## src/rtl/osd_pkg.sv

```systemverilog
package osd_pkg;

   typedef enum logic [1:0] {
      FMT_RGB565 = 2'd0,
      FMT_RGB888 = 2'd1,
      FMT_XRGB   = 2'd2,
      FMT_XRGB_B = 2'd3
   } osd_fmt_e;

   typedef struct packed {
      osd_fmt_e fmt;
      logic     csc;
      logic     ilace;
      logic     en;
   } osd_ctrl_t;

   // bytes consumed per pixel for a stored format
   function automatic logic [2:0] osd_bytes_per_px(input osd_fmt_e f);
      case (f)
         FMT_RGB565: osd_bytes_per_px = 3'd2;
         FMT_RGB888: osd_bytes_per_px = 3'd3;
         default:    osd_bytes_per_px = 3'd4;
      endcase
   endfunction

   // widen a 5:6:5 pixel to 8:8:8 by bit replication
   function automatic logic [23:0] osd_widen565(input logic [15:0] p);
      osd_widen565 = {p[15:11], p[15:13], p[10:5], p[10:9], p[4:0], p[4:2]};
   endfunction

   function automatic osd_ctrl_t osd_decode_ctrl(input logic [31:0] w);
      osd_ctrl_t c;
      c.en    = w[0];
      c.ilace = w[1];
      c.csc   = w[2];
      c.fmt   = osd_fmt_e'(w[5:4]);
      osd_decode_ctrl = c;
   endfunction

endpackage

```

## src/rtl/osd_cfg_shadow.sv

```systemverilog
module osd_cfg_shadow
   import osd_pkg::*;
#(
   parameter int ADDR_W   = 32,
   parameter int STRIDE_W = 16
) (
   input  logic                clk,
   input  logic                rst_n,
   input  logic                we,
   input  logic [1:0]          addr,
   input  logic [31:0]         wdata,
   input  logic                vsync,
   output osd_ctrl_t           pend_ctrl,
   output logic [ADDR_W-1:0]   pend_base,
   output logic [STRIDE_W-1:0] pend_stride,
   output osd_ctrl_t           act_ctrl,
   output logic [ADDR_W-1:0]   act_base,
   output logic [STRIDE_W-1:0] act_stride
);

   localparam int REG_CTRL   = 0;
   localparam int REG_BASE   = 1;
   localparam int REG_STRIDE = 2;

   generate
      if (ADDR_W > 32 || STRIDE_W > 32) begin : g_bad_width
         $error("osd_cfg_shadow: fields must fit a 32-bit write");
      end
   endgenerate

   // pending copy: any write, any time
   always_ff @(posedge clk) begin
      if (!rst_n) begin
         pend_ctrl   <= '0;
         pend_base   <= '0;
         pend_stride <= '0;
      end else if (we) begin
         case (int'(addr))
            REG_CTRL:   pend_ctrl   <= osd_decode_ctrl(wdata);
            REG_BASE:   pend_base   <= wdata[ADDR_W-1:0];
            REG_STRIDE: pend_stride <= wdata[STRIDE_W-1:0];
            default: ;
         endcase
      end
   end

   // working copy: loads only at vsync
   always_ff @(posedge clk) begin
      if (!rst_n) begin
         act_ctrl   <= '0;
         act_base   <= '0;
         act_stride <= '0;
      end else if (vsync) begin
         act_ctrl   <= pend_ctrl;
         act_base   <= pend_base;
         act_stride <= pend_stride;
      end
   end

   assert_commit_at_vsync_R2: assert property (@(posedge clk) disable iff (!rst_n)
      !vsync |=> ($stable(act_ctrl) && $stable(act_base) && $stable(act_stride)));

   assert_off_after_reset_R1: assert property (@(posedge clk)
      $past(!rst_n) |-> !act_ctrl.en);

endmodule

```

## src/rtl/osd_line_addr.sv

```systemverilog
module osd_line_addr #(
   parameter int ADDR_W   = 32,
   parameter int STRIDE_W = 16
) (
   input  logic                clk,
   input  logic                rst_n,
   input  logic                vsync,
   input  logic                hsync,
   input  logic                field,
   input  logic                pend_ilace,
   input  logic [ADDR_W-1:0]   pend_base,
   input  logic [STRIDE_W-1:0] pend_stride,
   input  logic                act_en,
   input  logic                act_ilace,
   input  logic [STRIDE_W-1:0] act_stride,
   output logic                fetch_req,
   output logic [ADDR_W-1:0]   fetch_addr
);

   localparam int EXT_W = ADDR_W - STRIDE_W;

   generate
      if (STRIDE_W >= ADDR_W) begin : g_bad_stride
         $error("osd_line_addr: stride must be narrower than the address");
      end
   endgenerate

   logic [ADDR_W-1:0] row_q;
   logic [ADDR_W-1:0] pend_stride_x, act_stride_x, step;

   assign pend_stride_x = {{EXT_W{1'b0}}, pend_stride};
   assign act_stride_x  = {{EXT_W{1'b0}}, act_stride};
   assign step          = act_ilace ? (act_stride_x << 1) : act_stride_x;

   always_ff @(posedge clk) begin
      if (!rst_n) begin
         row_q      <= '0;
         fetch_req  <= 1'b0;
         fetch_addr <= '0;
      end else if (vsync) begin
         row_q     <= pend_base + ((pend_ilace && field) ? pend_stride_x : '0);
         fetch_req <= 1'b0;
      end else if (hsync && act_en) begin
         fetch_req  <= 1'b1;
         fetch_addr <= row_q;
         row_q      <= row_q + step;
      end else begin
         fetch_req <= 1'b0;
      end
   end

   assert_req_follows_hsync_R8: assert property (@(posedge clk) disable iff (!rst_n)
      fetch_req |-> ($past(hsync) && !$past(vsync)));

   assert_req_single_cycle_R8: assert property (@(posedge clk) disable iff (!rst_n)
      (fetch_req && !hsync) |=> !fetch_req);

endmodule

```

## src/rtl/osd_byte_unpack.sv

```systemverilog
module osd_byte_unpack
   import osd_pkg::*;
#(
   parameter int WORD_W    = 32,
   parameter int BUF_BYTES = 8
) (
   input  logic              clk,
   input  logic              rst_n,
   input  logic              flush,
   input  logic              en,
   input  osd_fmt_e          fmt,
   input  logic              word_valid,
   output logic              word_ready,
   input  logic [WORD_W-1:0] word_data,
   output logic              px_valid,
   input  logic              px_take,
   output logic [23:0]       px_rgb
);

   localparam int WORD_BYTES = WORD_W / 8;
   localparam int BUF_W      = BUF_BYTES * 8;
   localparam int CNT_W      = $clog2(BUF_BYTES + 1);
   localparam int ROOM       = BUF_BYTES - WORD_BYTES;

   generate
      if (BUF_BYTES < 2 * WORD_BYTES) begin : g_bad_buf
         $error("osd_byte_unpack: buffer must hold two words");
      end
   endgenerate

   logic [BUF_W-1:0] buf_q, shifted, word_x;
   logic [CNT_W-1:0] cnt_q, bpp, ntake, cnt_after;
   logic             accept;

   assign bpp        = CNT_W'(osd_bytes_per_px(fmt));
   assign word_ready = en && (cnt_q <= CNT_W'(ROOM));
   assign accept     = word_valid && word_ready;
   assign px_valid   = en && (cnt_q >= bpp);
   assign ntake      = (px_take && px_valid) ? bpp : '0;
   assign cnt_after  = cnt_q - ntake;
   assign shifted    = buf_q >> {ntake, 3'b000};
   assign word_x     = {{(BUF_W-WORD_W){1'b0}}, word_data};

   // pixel extraction from the oldest bytes
   always_comb begin
      if (fmt == FMT_RGB565) px_rgb = osd_widen565(buf_q[15:0]);
      else                   px_rgb = {buf_q[23:16], buf_q[15:8], buf_q[7:0]};
   end

   always_ff @(posedge clk) begin
      if (!rst_n || flush) begin
         buf_q <= '0;
         cnt_q <= '0;
      end else begin
         if (accept) begin
            buf_q <= shifted | (word_x << {cnt_after, 3'b000});
            cnt_q <= cnt_after + CNT_W'(WORD_BYTES);
         end else begin
            buf_q <= shifted;
            cnt_q <= cnt_after;
         end
      end
   end

   assert_no_overflow_R7: assert property (@(posedge clk) disable iff (!rst_n)
      cnt_q <= CNT_W'(BUF_BYTES));

   assert_byte_accounting_R7: assert property (@(posedge clk) disable iff (!rst_n || flush)
      (accept && !(px_take && px_valid)) |=> (cnt_q == $past(cnt_q) + CNT_W'(WORD_BYTES)));

   assert_flush_empties_R10: assert property (@(posedge clk) disable iff (!rst_n)
      flush |=> (cnt_q == '0));

endmodule

```

## src/rtl/osd_csc.sv

```systemverilog
module osd_csc (
   input  logic [23:0] rgb,
   output logic [23:0] ycc
);

   localparam int ACC_W = 20;

   function automatic logic [7:0] clamp8(input logic signed [ACC_W-1:0] v);
      if (v < 0)         clamp8 = 8'd0;
      else if (v > 255)  clamp8 = 8'd255;
      else               clamp8 = v[7:0];
   endfunction

   logic signed [ACC_W-1:0] r, g, b;
   logic signed [ACC_W-1:0] y_acc, cb_acc, cr_acc;

   assign r = $signed({{(ACC_W-8){1'b0}}, rgb[23:16]});
   assign g = $signed({{(ACC_W-8){1'b0}}, rgb[15:8]});
   assign b = $signed({{(ACC_W-8){1'b0}}, rgb[7:0]});

   assign y_acc  = ((20'sd66 * r + 20'sd129 * g + 20'sd25 * b + 20'sd128) >>> 8) + 20'sd16;
   assign cb_acc = ((20'sd112 * b - 20'sd38 * r - 20'sd74 * g + 20'sd128) >>> 8) + 20'sd128;
   assign cr_acc = ((20'sd112 * r - 20'sd94 * g - 20'sd18 * b + 20'sd128) >>> 8) + 20'sd128;

   assign ycc = {clamp8(y_acc), clamp8(cb_acc), clamp8(cr_acc)};

   always_comb begin
      assert_luma_range_R6: assert (ycc[23:16] >= 8'd16 && ycc[23:16] <= 8'd235);
   end

endmodule

```

## src/rtl/osd_scanout.sv

```systemverilog
module osd_scanout
   import osd_pkg::*;
#(
   parameter int WORD_W    = 32,
   parameter int ADDR_W    = 32,
   parameter int STRIDE_W  = 16,
   parameter int BUF_BYTES = 8,
   parameter bit CSC_EN    = 1'b1
) (
   input  logic              clk,
   input  logic              rst_n,
   input  logic              cfg_we,
   input  logic [1:0]        cfg_addr,
   input  logic [31:0]       cfg_wdata,
   input  logic              vsync,
   input  logic              hsync,
   input  logic              field,
   input  logic              word_valid,
   output logic              word_ready,
   input  logic [WORD_W-1:0] word_data,
   output logic              fetch_req,
   output logic [ADDR_W-1:0] fetch_addr,
   output logic              pix_valid,
   input  logic              pix_ready,
   output logic [23:0]       pix_data
);

   generate
      if (WORD_W != 32) begin : g_bad_word
         $error("osd_scanout: word width must be 32");
      end
   endgenerate

   osd_ctrl_t           pend_ctrl, act_ctrl;
   logic [ADDR_W-1:0]   pend_base, act_base;
   logic [STRIDE_W-1:0] pend_stride, act_stride;

   osd_cfg_shadow #(.ADDR_W(ADDR_W), .STRIDE_W(STRIDE_W)) u_cfg (
      .clk(clk), .rst_n(rst_n), .we(cfg_we), .addr(cfg_addr), .wdata(cfg_wdata),
      .vsync(vsync),
      .pend_ctrl(pend_ctrl), .pend_base(pend_base), .pend_stride(pend_stride),
      .act_ctrl(act_ctrl), .act_base(act_base), .act_stride(act_stride)
   );

   osd_line_addr #(.ADDR_W(ADDR_W), .STRIDE_W(STRIDE_W)) u_line (
      .clk(clk), .rst_n(rst_n), .vsync(vsync), .hsync(hsync), .field(field),
      .pend_ilace(pend_ctrl.ilace), .pend_base(pend_base), .pend_stride(pend_stride),
      .act_en(act_ctrl.en), .act_ilace(act_ctrl.ilace), .act_stride(act_stride),
      .fetch_req(fetch_req), .fetch_addr(fetch_addr)
   );

   logic        px_valid, px_take, advance;
   logic [23:0] px_rgb, px_out;

   assign advance = !pix_valid || pix_ready;
   assign px_take = px_valid && advance && !vsync;

   osd_byte_unpack #(.WORD_W(WORD_W), .BUF_BYTES(BUF_BYTES)) u_unpack (
      .clk(clk), .rst_n(rst_n), .flush(vsync), .en(act_ctrl.en), .fmt(act_ctrl.fmt),
      .word_valid(word_valid), .word_ready(word_ready), .word_data(word_data),
      .px_valid(px_valid), .px_take(px_take), .px_rgb(px_rgb)
   );

   generate
      if (CSC_EN) begin : g_csc
         logic [23:0] ycc;
         osd_csc u_csc (.rgb(px_rgb), .ycc(ycc));
         assign px_out = act_ctrl.csc ? ycc : px_rgb;
      end else begin : g_no_csc
         assign px_out = px_rgb;
      end
   endgenerate

   always_ff @(posedge clk) begin
      if (!rst_n || vsync) begin
         pix_valid <= 1'b0;
         pix_data  <= '0;
      end else if (advance) begin
         pix_valid <= px_take;
         if (px_take) pix_data <= px_out;
      end
   end

   assert_hold_on_stall_R7: assert property (@(posedge clk) disable iff (!rst_n || vsync)
      (pix_valid && !pix_ready) |=> (pix_valid && $stable(pix_data)));

   assert_idle_when_off_R11: assert property (@(posedge clk) disable iff (!rst_n)
      !act_ctrl.en |-> (!pix_valid && !word_ready && !fetch_req));

   assert_flush_output_R10: assert property (@(posedge clk) disable iff (!rst_n)
      vsync |=> !pix_valid);

endmodule

```

## config.mk

```make
export PLATFORM = sky130hd
export DESIGN_NAME = osd_scanout
export DESIGN_NICKNAME = d
export VERILOG_FILES = /design/src/rtl/osd_pkg.sv /design/src/rtl/osd_cfg_shadow.sv /design/src/rtl/osd_line_addr.sv /design/src/rtl/osd_byte_unpack.sv /design/src/rtl/osd_csc.sv /design/src/rtl/osd_scanout.sv
export SDC_FILE = /design/constraint.sdc
export NUM_CORES = 1
export LEC_CHECK = 0
export ABC_AREA = 1
export BUFFER_PORTS_ARGS = -buffer_cell sky130_fd_sc_hd__buf_2
export CAP_MARGIN = 0
export CORE_ASPECT_RATIO = 0.8
export CORE_MARGIN = 5
export CORE_UTILIZATION = 37
export DETAILED_ROUTE_END_ITERATION = 10
export HOLD_SLACK_MARGIN = 0.15
export PLACE_DENSITY = 0.55
export REMOVE_ABC_BUFFERS = 1
export SETUP_SLACK_MARGIN = 0.4
export SYNTH_ARGS = -nofsm -noshare
export SYNTH_HDL_FRONTEND = slang
export SYNTH_SLANG_ARGS = --single-unit
```

## constraint.sdc

```tcl
create_clock -name clk -period 17 [get_ports clk]
set_input_delay 0 -clock clk [delete_from_list [all_inputs] [get_ports clk]]
set_output_delay 0 -clock clk [all_outputs]
set_load 0.01 [all_outputs]
```

==> impl_metrics.py <==
metrics = {
    "outcome": {
        "run_status": "finished, final reports clean",
    },
    "synth": {
        "dominantRegCellSynth": "dfxtp_1",
        "synth_fa_ha_area_frac": 0.228,
        "netlist_instances": 3137,
        "ys_ff_latch": 232,
        "synthDominantCellAreaShare": 0.215,
        "syn_area_per_cell_um2": 6.89,
        "synth_area_leaders": "dfxtp_1 21%, ha_1 16%, nand2_1 10%",
        "synth.distinct_cells": 66,
        "syn_area_mm2": 0.0216,
        "synth_area_leader_cell": "dfxtp_1",
        "synth_top_family_by_area": "adder cells",
        "synth-xor-area-share": 0.0401,
        "ys_seq_area_frac": 0.215,
        "synthSimpleGateAreaFrac": 0.211,
        "synth_compound_area_frac": 0.205,
        "synth_edf_count": 0,
        "synthMuxAreaShare": 0.00139,
        "async_reset_ff_frac": 0,
        "yosys_warnings": 0,
        "synthTopCellsByCount": "591 x nand2_1, 438 x inv_1, 302 x o21ai_0",
        "yosys.cell_count.top_type": "nand2_1",
    },
    "timing": {
        "setup_slack_ps": 8390,
        "tightest_slew_ps": 1080,
        "rsz0062_at_grt": "no",
        "layout_worst_path_cycle_share": 0.506,
        "fmax_mhz": 116,
        "setup_violations": 0,
        "skew_ps": 61.7,
        "relSlewSlack": 0.277,
        "fin_crit_ps": 8610,
        "drv_slew": 0,
        "hold_violations": 0,
        "tns_ps": 0,
    },
    "die": {
        "start_util": 0.373,
        "rows": 79,
        "fp.dieH_um": 226,
        "ios": 133,
        "die_area_mm2": 0.0634,
        "core_area_mm2": 0.0580,
        "dieWidth_um": 280,
    },
    "clock_network": {
        "cts_tree": "yes",
        "htree_levels": 1,
        "cts.path.max_buffers": 3,
        "ctsResizeCount": 0,
        "cts_root_buffer": "clkbuf_16",
        "cts_sinks": 232,
        "numCtsBuffers": 28,
        "insertion_delay_ps": 610,
        "path_clk_slew_ps": 70,
    },
    "critical_path": {
        "crit_path_frequent_cell": "nand2_1",
        "endpoint_kind": "flop",
        "worst_ep_arrival_time_ps": 9100,
        "critPathKind": "reg2reg",
        "slowest_delay_ps": 740,
        "critPathMaxFanout": 24,
        "cp.required_ps": 17490,
        "worstSetupStartpointType": "flop",
        "slowest_stage": "a21oi_2",
    },
    "placed_design": {
        "routabilityCongestion": 0.896,
        "portBuffers": 132,
        "place_ws_ps": 8580,
        "placed_area_mm2": 0.0230,
        "dp_hpwl_mm": 52.4,
    },
    "pwr": {
        "p_clk_frac": 0.332,
        "powerDensity_mw_per_mm2": 75.3,
        "internal_power_uw": 1180,
        "power.total_uw": 1910,
        "irDropWorstVdd_mv": 0.0765,
        "p_seq_frac": 0.300,
        "p_leak_uw": 0.0126,
        "netSwitchingFraction": 0.381,
        "p_switching_uw": 728,
        "comb_power_share": 0.368,
    },
    "finish": {
        "multi_input_area_mm2": 0.0148,
        "seq_area_mm2": 0.00464,
        "finalInstanceArea_mm2": 0.0254,
        "syn2layout_area_growth_pct": 17.4,
        "final_layout_size_suffix_gt1_frac": 0.0830,
        "fillers": 6046,
        "final_nets": 3777,
    },
    "routing": {
        "dr.pass1.iters": 6,
        "drt_iter0_markers": 1830,
        "vias": 21100,
        "ant_nets": 0,
        "wl_per_cell_um": 16.9,
        "route.detailed.drc": 0,
        "drt_wl_total_mm": 70.2,
        "viasPerCell": 5.09,
    },
    "grt": {
        "grt_max_degree": 92,
        "globalRouteOverflowTotal": 0,
        "grt_first_pass_wirelength_mm": 111,
        "grt_usage": 0.215,
        "grt_pass1_vias": 19900,
        "antenna_found_initial": 0,
    },
    "hold_path": {
        "hp-class": "in2reg",
    },
    "job": {
        "maxCapViolations": 0,
    },
}
metrics by stage:
step,hold WS [ps],util,cells
floorplan,89.4,-,3024
global placement,223,0.397,3954
detailed placement,224,0.397,3954
CTS,178,0.437,4143
global route,246,0.437,4143
finish,214,0.437,4144
layout by cell type (no fill, tap or decap), drive strengths merged, types with 96 or more instances in the layout:
cell and n:
dlygate4sd3 138, nand3 96, inv 451, buf 161
ha 278, nor2 309, dfxtp 232, nand2 605
o21ai 325, a21oi 307
flip-flops by register name, summed over array words and instances, names as in the netlist, 4 cells and up:
| signal | count |
|---|---|
| u_cfg.pend_base | 32 |
| u_cfg.pend_stride | 16 |
| u_cfg.act_ctrl | 5 |
| u_unpack.cnt_q | 4 |
| u_cfg.act_stride | 16 |
| pix_data | 24 |
| u_cfg.pend_ctrl | 5 |
| u_line.row_q | 32 |
| u_line.fetch_addr | 32 |
| u_unpack.buf_q | 64 |
final timing paths:
check	from	slack [ps]	cells after the start	end
max	u_cfg.act_ctrl[4]	8390	39	pix_data[0]
min	field	210	6	u_line.row_q[1]
max reg2reg	u_cfg.act_ctrl[4]	8390	39	pix_data[0]
min reg2reg	u_unpack.buf_q[27]	470	2	u_unpack.buf_q[3]
per-layer routing:
layer / global-route usage / wire, um
met1: 0.341 / 37100
met2: 0.318 / 28200
met3: 0.0271 / 4140
met4: 0.0282 / 843
met5: 0 / 0
worst max-delay path, delay by kind of cell (launching register included):
family / cells / cell delay (ps)
fa+ha+maj: 8 / 3180
compound gates: 8 / 1990
simple gates: 16 / 1870
buf+inv: 6 / 850
flops: 1 / 470
xor+xnor: 1 / 130
kinds of logic after synthesis:
logic type | after synthesis
buffers and inverters | 569
adders and majority gates | 350
AOI/OAI and AO/OA | 787
DFF | 232
and+or+nand+nor | 1098
muxes | 3
xor gates and xnor gates | 98
area by class of cell:
type                            instances  share of cell area
Timing Repair Buffer                  299              0.0892
Multi-Input combinational cell       2336               0.584
Inverter                              456              0.0675
Sequential cell                       232               0.183
Clock buffer                           39              0.0320
Antenna cell                            1           0.0000986
Tap cell                              769              0.0379
Clock inverter                         12             0.00602
power by group through the flow:
stage | Clock (uW) | Sequential, uW | Combinational, uW
6_report | 635 | 573 | 702
2_1_floorplan | 0 | 581 | 496
4_1_cts | 649 | 573 | 697
3_3_place_gp | 0 | 585 | 679
3_5_place_dp | 0 | 585 | 670
5_1_grt | 672 | 575 | 802
repair_timing:
item | CTS | global route
hold buffers | 138 | 0
hold endpoints to repair | 158 | 0
buffers inserted | 0 | 0
Note: power is estimated with default switching activity, not from simulation.
